$ cat src/rtl/hhub_pkg.sv
package hhub_pkg;

  localparam int unsigned SEL_W = 10;
  localparam int unsigned ADDR_W = 7;

  localparam logic [ADDR_W-1:0] CTRL_ADDR    = 7'h10;
  localparam logic [ADDR_W-1:0] SUMMARY_ADDR = 7'h11;
  localparam logic [1:0]        ARM_WIN      = 2'b01;  // 0x20..0x3f
  localparam logic [1:0]        STAT_WIN     = 2'b10;  // 0x40..0x5f

  typedef struct packed {
    logic             haltGo;
    logic             resumeGo;
    logic             useArm;
    logic [SEL_W-1:0] sel;
    logic             armWr;
    logic [4:0]       armWord;
  } strobe_t;

endpackage

$ cat src/rtl/hhub_ctrl.sv
module hhub_ctrl
  import hhub_pkg::*;
(
  input  logic              clk,
  input  logic              rstN,
  input  logic              regWrEn,
  input  logic [ADDR_W-1:0] regAddr,
  input  logic [2:0]        cmdBits,
  input  logic [SEL_W-1:0]  selBits,
  output strobe_t           str,
  output logic [31:0]       ctrlRdWord
);

  logic             ctrlWr;
  logic [SEL_W-1:0] selQ;
  logic             useArmQ;

  assign ctrlWr = regWrEn && (regAddr == CTRL_ADDR);

  always_ff @(posedge clk or negedge rstN) begin
    if (!rstN) begin
      selQ    <= '0;
      useArmQ <= 1'b0;
    end else if (ctrlWr) begin
      selQ    <= selBits;
      useArmQ <= cmdBits[2];
    end
  end

  always_comb begin
    str          = '0;
    str.haltGo   = ctrlWr && cmdBits[0];
    str.resumeGo = ctrlWr && cmdBits[1] && !cmdBits[0];
    str.useArm   = cmdBits[2];
    str.sel      = selBits;
    str.armWr    = regWrEn && (regAddr[6:5] == ARM_WIN);
    str.armWord  = regAddr[4:0];
  end

  assign ctrlRdWord = {6'b0, selQ, 13'b0, useArmQ, 2'b00};


  halt_priority_chk: assert property (@(posedge clk) disable iff (!rstN)
    (regWrEn && regAddr == CTRL_ADDR && cmdBits[0]) |-> (str.haltGo && !str.resumeGo));


  sel_store_chk: assert property (@(posedge clk) disable iff (!rstN)
    (regWrEn && regAddr == CTRL_ADDR) |=> (ctrlRdWord[25:16] == $past(selBits)));

endmodule

$ cat src/rtl/hhub_data.sv
module hhub_data
  import hhub_pkg::*;
#(
  parameter int unsigned NUM_HARTS = 48
) (
  input  logic                 clk,
  input  logic                 rstN,
  input  strobe_t              str,
  input  logic [31:0]          wrData,
  input  logic [ADDR_W-1:0]    regAddr,
  input  logic [31:0]          ctrlRdWord,
  input  logic [NUM_HARTS-1:0] hartHalted,
  input  logic [NUM_HARTS-1:0] hartRunning,
  output logic [NUM_HARTS-1:0] haltReqO,
  output logic [NUM_HARTS-1:0] resumeReqO,
  output logic [31:0]          regRdData
);

  localparam int unsigned NUM_WORDS = (NUM_HARTS + 31) / 32;
  localparam int unsigned PAD_BITS  = NUM_WORDS * 32;

  logic [NUM_HARTS-1:0] armQ, haltedQ, haltReqQ, resumeReqQ;
  logic [NUM_HARTS-1:0] target, haltSet, resSet;
  logic [PAD_BITS-1:0]  armPad, armPadNext, haltedPad, selPad;
  logic [31:0]          summary;

  // one-hot from select index, guarded against out-of-range
  always_comb begin
    selPad = '0;
    if ({{(32-SEL_W){1'b0}}, str.sel} < 32'(NUM_HARTS)) selPad[str.sel] = 1'b1;
  end

  assign target  = str.useArm ? armQ : selPad[NUM_HARTS-1:0];
  assign haltSet = str.haltGo   ? target : '0;
  assign resSet  = str.resumeGo ? target : '0;

  always_comb begin
    armPad = '0;
    armPad[NUM_HARTS-1:0] = armQ;
    haltedPad = '0;
    haltedPad[NUM_HARTS-1:0] = haltedQ;
    armPadNext = armPad;
    for (int w = 0; w < int'(NUM_WORDS); w++) begin
      if (str.armWr && str.armWord == 5'(w)) armPadNext[w*32 +: 32] = wrData;
    end
  end

  always_ff @(posedge clk or negedge rstN) begin
    if (!rstN) begin
      armQ       <= '0;
      haltedQ    <= '0;
      haltReqQ   <= '0;
      resumeReqQ <= '0;
    end else begin
      armQ       <= armPadNext[NUM_HARTS-1:0];
      haltedQ    <= hartHalted;
      haltReqQ   <= (haltReqQ & ~hartHalted & ~resSet) | haltSet;
      resumeReqQ <= (resumeReqQ & ~hartRunning & ~haltSet) | resSet;
    end
  end

  generate
    for (genvar g = 0; g < 32; g++) begin : g_sum
      if (g < int'(NUM_WORDS)) begin : g_live
        assign summary[g] = |haltedPad[g*32 +: 32];
      end else begin : g_pad
        assign summary[g] = 1'b0;
      end
    end
  endgenerate

  always_comb begin
    regRdData = '0;
    if (regAddr == CTRL_ADDR) begin
      regRdData = ctrlRdWord;
    end else if (regAddr == SUMMARY_ADDR) begin
      regRdData = summary;
    end else begin
      for (int w = 0; w < int'(NUM_WORDS); w++) begin
        if (regAddr[4:0] == 5'(w)) begin
          if (regAddr[6:5] == ARM_WIN)  regRdData = armPad[w*32 +: 32];
          if (regAddr[6:5] == STAT_WIN) regRdData = haltedPad[w*32 +: 32];
        end
      end
    end
  end

  assign haltReqO   = haltReqQ;
  assign resumeReqO = resumeReqQ;


  halt_hold_chk: assert property (@(posedge clk) disable iff (!rstN)
    ((haltReqQ & ~hartHalted & ~resSet) != '0) |=>
      (($past(haltReqQ & ~hartHalted & ~resSet) & ~haltReqQ) == '0));


  halt_drop_chk: assert property (@(posedge clk) disable iff (!rstN)
    ((haltReqQ & hartHalted & ~haltSet) != '0) |=>
      (($past(haltReqQ & hartHalted & ~haltSet) & haltReqQ) == '0));


  resume_hold_chk: assert property (@(posedge clk) disable iff (!rstN)
    ((resumeReqQ & ~hartRunning & ~haltSet) != '0) |=>
      (($past(resumeReqQ & ~hartRunning & ~haltSet) & ~resumeReqQ) == '0));


  req_exclusive_chk: assert property (@(posedge clk) disable iff (!rstN)
    ((haltReqQ & resumeReqQ) == '0));


  summary_any_chk: assert property (@(posedge clk) disable iff (!rstN)
    ((summary != '0) == (haltedQ != '0)));

endmodule

$ cat src/rtl/hart_halt_hub.sv
module hart_halt_hub
  import hhub_pkg::*;
#(
  parameter int unsigned NUM_HARTS = 48
) (
  input  logic                 clk,
  input  logic                 rstN,
  input  logic                 regWrEn,
  input  logic [6:0]           regAddr,
  input  logic [31:0]          regWrData,
  output logic [31:0]          regRdData,
  input  logic [NUM_HARTS-1:0] hartHalted,
  input  logic [NUM_HARTS-1:0] hartRunning,
  output logic [NUM_HARTS-1:0] haltReqO,
  output logic [NUM_HARTS-1:0] resumeReqO
);

  strobe_t     str;
  logic [31:0] ctrlRdWord;

  hhub_ctrl ctrl_i (
    .clk       (clk),
    .rstN      (rstN),
    .regWrEn   (regWrEn),
    .regAddr   (regAddr),
    .cmdBits   (regWrData[2:0]),
    .selBits   (regWrData[25:16]),
    .str       (str),
    .ctrlRdWord(ctrlRdWord)
  );

  hhub_data #(.NUM_HARTS(NUM_HARTS)) data_i (
    .clk        (clk),
    .rstN       (rstN),
    .str        (str),
    .wrData     (regWrData),
    .regAddr    (regAddr),
    .ctrlRdWord (ctrlRdWord),
    .hartHalted (hartHalted),
    .hartRunning(hartRunning),
    .haltReqO   (haltReqO),
    .resumeReqO (resumeReqO),
    .regRdData  (regRdData)
  );

endmodule

$ cat config.mk
export PLATFORM = sky130hd
export DESIGN_NAME = hart_halt_hub
export DESIGN_NICKNAME = d
export VERILOG_FILES = /design/src/rtl/hhub_pkg.sv /design/src/rtl/hhub_ctrl.sv /design/src/rtl/hhub_data.sv /design/src/rtl/hart_halt_hub.sv
export SDC_FILE = /design/constraint.sdc
export NUM_CORES = 1
export LEC_CHECK = 0
export ABC_AREA = 1
export CORE_ASPECT_RATIO = 1.75
export CORE_UTILIZATION = 65
export CTS_CLUSTER_SIZE = 10
export DETAILED_ROUTE_END_ITERATION = 12
export DONT_BUFFER_PORTS = 1
export GPL_ROUTABILITY_DRIVEN = 0
export PLACE_DENSITY = 0.83
export SKIP_LAST_GASP = 1
export SYNTH_ARGS = -nofsm -noshare
export SYNTH_HDL_FRONTEND = slang
export SYNTH_SLANG_ARGS = --single-unit
$ cat constraint.sdc
create_clock -name clk -period 2.8 [get_ports clk]
set_input_delay 0.28 -clock clk [delete_from_list [all_inputs] [get_ports clk]]
set_output_delay 0.28 -clock clk [all_outputs]
set_load 0.01 [all_outputs]
==> run_summary.xml <==
<?xml version="1.0" encoding="UTF-8"?>
<metrics>
  <group name="placement">
    <metric name="portBuffers" unit="">0</metric>
    <metric name="place_worst_setup_slack" unit="ns">0.726</metric>
    <metric name="post-place-cells" unit="">1500</metric>
    <metric name="hpwl" unit="mm">20.0</metric>
  </group>
  <group name="yosys">
    <metric name="synth.avg_cell_area" unit="um^2">7.21</metric>
    <metric name="synth-seq-cells" unit="">203</metric>
    <metric name="postSynthNetCount" unit="">1484</metric>
    <metric name="yosys_warnings" unit="">0</metric>
    <metric name="synth_adder_area_share" unit="">0</metric>
    <metric name="dominant_combinational_cell_family_by_area_after_synthesis" unit="">simple AND/OR/NAND/NOR gates</metric>
    <metric name="syn-cell-area" unit="um^2">9710</metric>
    <metric name="post_synth_xor_area_fraction" unit="">0</metric>
    <metric name="post_synth_main_area_contributors" unit="">sky130_fd_sc_hd__dfrtp_1 (52%), sky130_fd_sc_hd__nand2_1 (25%), sky130_fd_sc_hd__inv_1 (6.1%)</metric>
    <metric name="synth.mux.area_fraction" unit="">0</metric>
    <metric name="yosysTopAreaCellShare" unit="">0.523</metric>
    <metric name="synth_seq_area_share" unit="">0.523</metric>
    <metric name="synthSimpleGateAreaFrac" unit="">0.342</metric>
    <metric name="post-synth-top-area-cell" unit="">sky130_fd_sc_hd__dfrtp_1</metric>
    <metric name="complex_gate_fraction_of_the_synthesized_area" unit="">0.0487</metric>
    <metric name="synth_cell_types" unit="">23</metric>
    <metric name="synthesized_instance_count" unit="">1346</metric>
  </group>
  <group name="worst_setup_path">
    <metric name="timing.critical_path.fanout_max" unit="">15</metric>
    <metric name="timing.reg2reg.setup_slack" unit="ns">1.82</metric>
    <metric name="cp_data_arrival_time" unit="ns">1.87</metric>
    <metric name="setup.worst_path.end_class" unit="">output port</metric>
    <metric name="worst_ep_required_time" unit="ns">2.52</metric>
    <metric name="startpoint_type" unit="">input pin</metric>
    <metric name="worstSetupPathType" unit="">input pin to output port</metric>
  </group>
  <group name="sta">
    <metric name="slew_viol_final" unit="">0</metric>
    <metric name="setup-violations-final" unit="">0</metric>
    <metric name="final-hold-violation-count" unit="">203</metric>
    <metric name="timing.final.ws_setup" unit="ns">0.651</metric>
    <metric name="slew_headroom" unit="">0.307</metric>
    <metric name="final.setup_skew" unit="ns">0.00852</metric>
    <metric name="hold-worst-slack" unit="ns">-0.531</metric>
    <metric name="tightestPinTransition" unit="ns">1.03</metric>
    <metric name="clock_period_minus_final_worst_setup_slack" unit="ns">2.15</metric>
    <metric name="timing.fmax" unit="MHz">465</metric>
    <metric name="fin_tns_setup" unit="ns">0</metric>
    <metric name="share_of_the_clock_period_used_by_the_worst_path_after_layout" unit="">0.768</metric>
    <metric name="rsz0062_at_grt" unit="">false</metric>
  </group>
  <group name="detailed_routing">
    <metric name="routedWlPerCell" unit="um">19.0</metric>
    <metric name="vias" unit="">9448</metric>
    <metric name="residual_drc_count" unit="">0</metric>
    <metric name="dr.first_iter.drc_count" unit="">825</metric>
    <metric name="route.final.wire_length" unit="mm">31.3</metric>
    <metric name="drt_first_pass_iters" unit="">8</metric>
    <metric name="antenna_left" unit="">0</metric>
    <metric name="avgViaCountPerCell" unit="">5.74</metric>
  </group>
  <group name="pwr">
    <metric name="power_per_cell_area" unit="nW/um^2">535</metric>
    <metric name="total_leakage_power" unit="uW">0.00620</metric>
    <metric name="largest_vdd_supply_drop" unit="mV">0.550</metric>
  </group>
  <group name="floorplanning">
    <metric name="dieArea" unit="um^2">15500</metric>
    <metric name="initial_core_utilization" unit="">0.669</metric>
    <metric name="num_rows" unit="">58</metric>
    <metric name="pin_count" unit="">266</metric>
    <metric name="dieHeight" unit="um">164</metric>
    <metric name="dieWidth" unit="um">94.4</metric>
    <metric name="coreArea" unit="um^2">14500</metric>
  </group>
  <group name="clock_network">
    <metric name="ctsLongestPathBuffers" unit="">3</metric>
    <metric name="clock_insertion_delay_worst_skew" unit="ns">0.51</metric>
    <metric name="worst_setup_hold_path_clk_slew" unit="ns">0.05</metric>
    <metric name="cts_root_buffer" unit="">sky130_fd_sc_hd__clkbuf_16</metric>
    <metric name="cts_buffers" unit="">24</metric>
    <metric name="postCtsHoldBufs" unit="">120</metric>
    <metric name="cts_setup_buffers" unit="">0</metric>
    <metric name="cts.repair.resized" unit="">0</metric>
    <metric name="clock_tree_from_tritoncts" unit="">yes</metric>
    <metric name="clock_tree.htree_level_count" unit="">1</metric>
    <metric name="clock_sink_count" unit="">203</metric>
  </group>
  <group name="grt">
    <metric name="grt_pass1_wl" unit="mm">48.5</metric>
    <metric name="grt_start_max_net_pins" unit="">204</metric>
    <metric name="groute.usage.overall" unit="">0.416</metric>
    <metric name="antenna_found_initial" unit="">0</metric>
    <metric name="grt.overflow.total" unit="">0</metric>
    <metric name="number_of_global_route_vias_before_repair" unit="">9835</metric>
  </group>
  <group name="outcome">
    <metric name="run_status" unit="">finished with violations</metric>
    <metric name="violations_in_the_final_reports" unit="">hold timing</metric>
  </group>
  <group name="finish">
    <metric name="final_cells" unit="">1647</metric>
    <metric name="mostFrequentLayoutCells" unit="">sky130_fd_sc_hd__nand2_1 (647), sky130_fd_sc_hd__dfrtp_1 (203), sky130_fd_sc_hd__inv_1 (158)</metric>
    <metric name="layout-drive-gt1-share" unit="">0.0368</metric>
    <metric name="final_core_util" unit="">0.806</metric>
    <metric name="most_common_cell_after_layout_fill_and_taps_aside" unit="">sky130_fd_sc_hd__nand2_1</metric>
    <metric name="syn_to_final_growth" unit="%">20.4</metric>
    <metric name="design.final.nets" unit="">1604</metric>
  </group>
  <group name="job">
    <metric name="cap_violations" unit="">0</metric>
  </group>
  <group name="hold_path">
    <metric name="min_delay_worst_type" unit="">input pin to async pin</metric>
  </group>
</metrics>
[kinds of logic after synthesis]
group,after synthesis
simple gates,854
flops,203
compound gates,87
buf+inv,202
[power breakdown]
part / switching [uW] / internal, uW
combinational: 236 / 202
sequential: 88.2 / 3040
clock: 1120 / 1560
[critical path, cell delays in order]
cell,delay [ns]
sky130_fd_sc_hd__inv_1,0.06
sky130_fd_sc_hd__nand2_1,0.36
sky130_fd_sc_hd__nand2_1,0.17
sky130_fd_sc_hd__nand3_1,0.41
sky130_fd_sc_hd__nand2_1,0.21
sky130_fd_sc_hd__nand2_1,0.07
sky130_fd_sc_hd__a21oi_1,0.32
[cell usage after synthesis, drive strengths merged]
| cell type | count |
|---|---|
| inv | 159 |
| nand3 | 46 |
| nor3 | 5 |
| o21ai | 61 |
| nor2 | 148 |
| buf | 21 |
| o22ai | 12 |
| dfrtp | 203 |
| a22o | 6 |
| nand4 | 7 |
| clkbuf | 22 |
| a21oi | 8 |
| nand2 | 648 |
[stage by stage]
stage               cell area (um^2)  total power [uW]
floorplan                       9710              3350
global placement                9860              3430
detailed placement              9860              3440
CTS                            11700              6250
global route                   11700              6430
finish                         11700              6250
[final timing paths]
path | cells past startpoint | end | from
setup / recovery | 7 | regRdData[1] | regAddr[6]
hold / removal | 0 | data_i.resumeReqO[15] | rstN
setup reg to reg | 5 | data_i.haltReqO[23] | data_i.armQ[23]
hold reg to reg | 2 | ctrl_i.selQ[6] | ctrl_i.selQ[6]
max in group asynchronous | 0 | data_i.resumeReqO[1] | rstN
min in group clk | 2 | data_i.armQ[12] | regWrData[12]
[flip-flops by register name (all words and copies together) (netlist names)]
| name | flops |
|---|---|
| data_i.resumeReqO | 48 |
| data_i.haltedQ | 48 |
| data_i.armQ | 48 |
| ctrl_i.useArmQ | 1 |
| data_i.haltReqO | 48 |
| ctrl_i.selQ | 10 |
[final cells by class]
class / instances / area (um^2)
tap: 180 / 225
clock inverter: 1 / 8.76
antenna: 1 / 2.50
fill: 964 / 2820
clock buffer: 25 / 626
timing repair buffer: 137 / 1340
multi-input combinational: 941 / 3810
sequential: 203 / 5080
inverter: 159 / 597
[per-layer routing]
metal | global-route usage | vias to the layer above | wire length (um)
li1 | - | 4286 | -
met1 | 0.448 | 4338 | 10400
met2 | 0.698 | 623 | 15600
met3 | 0.106 | 201 | 2870
met4 | 0.301 | 0 | 2500
met5 | 0 | - | 0
Power figures use the tool's default switching activity.
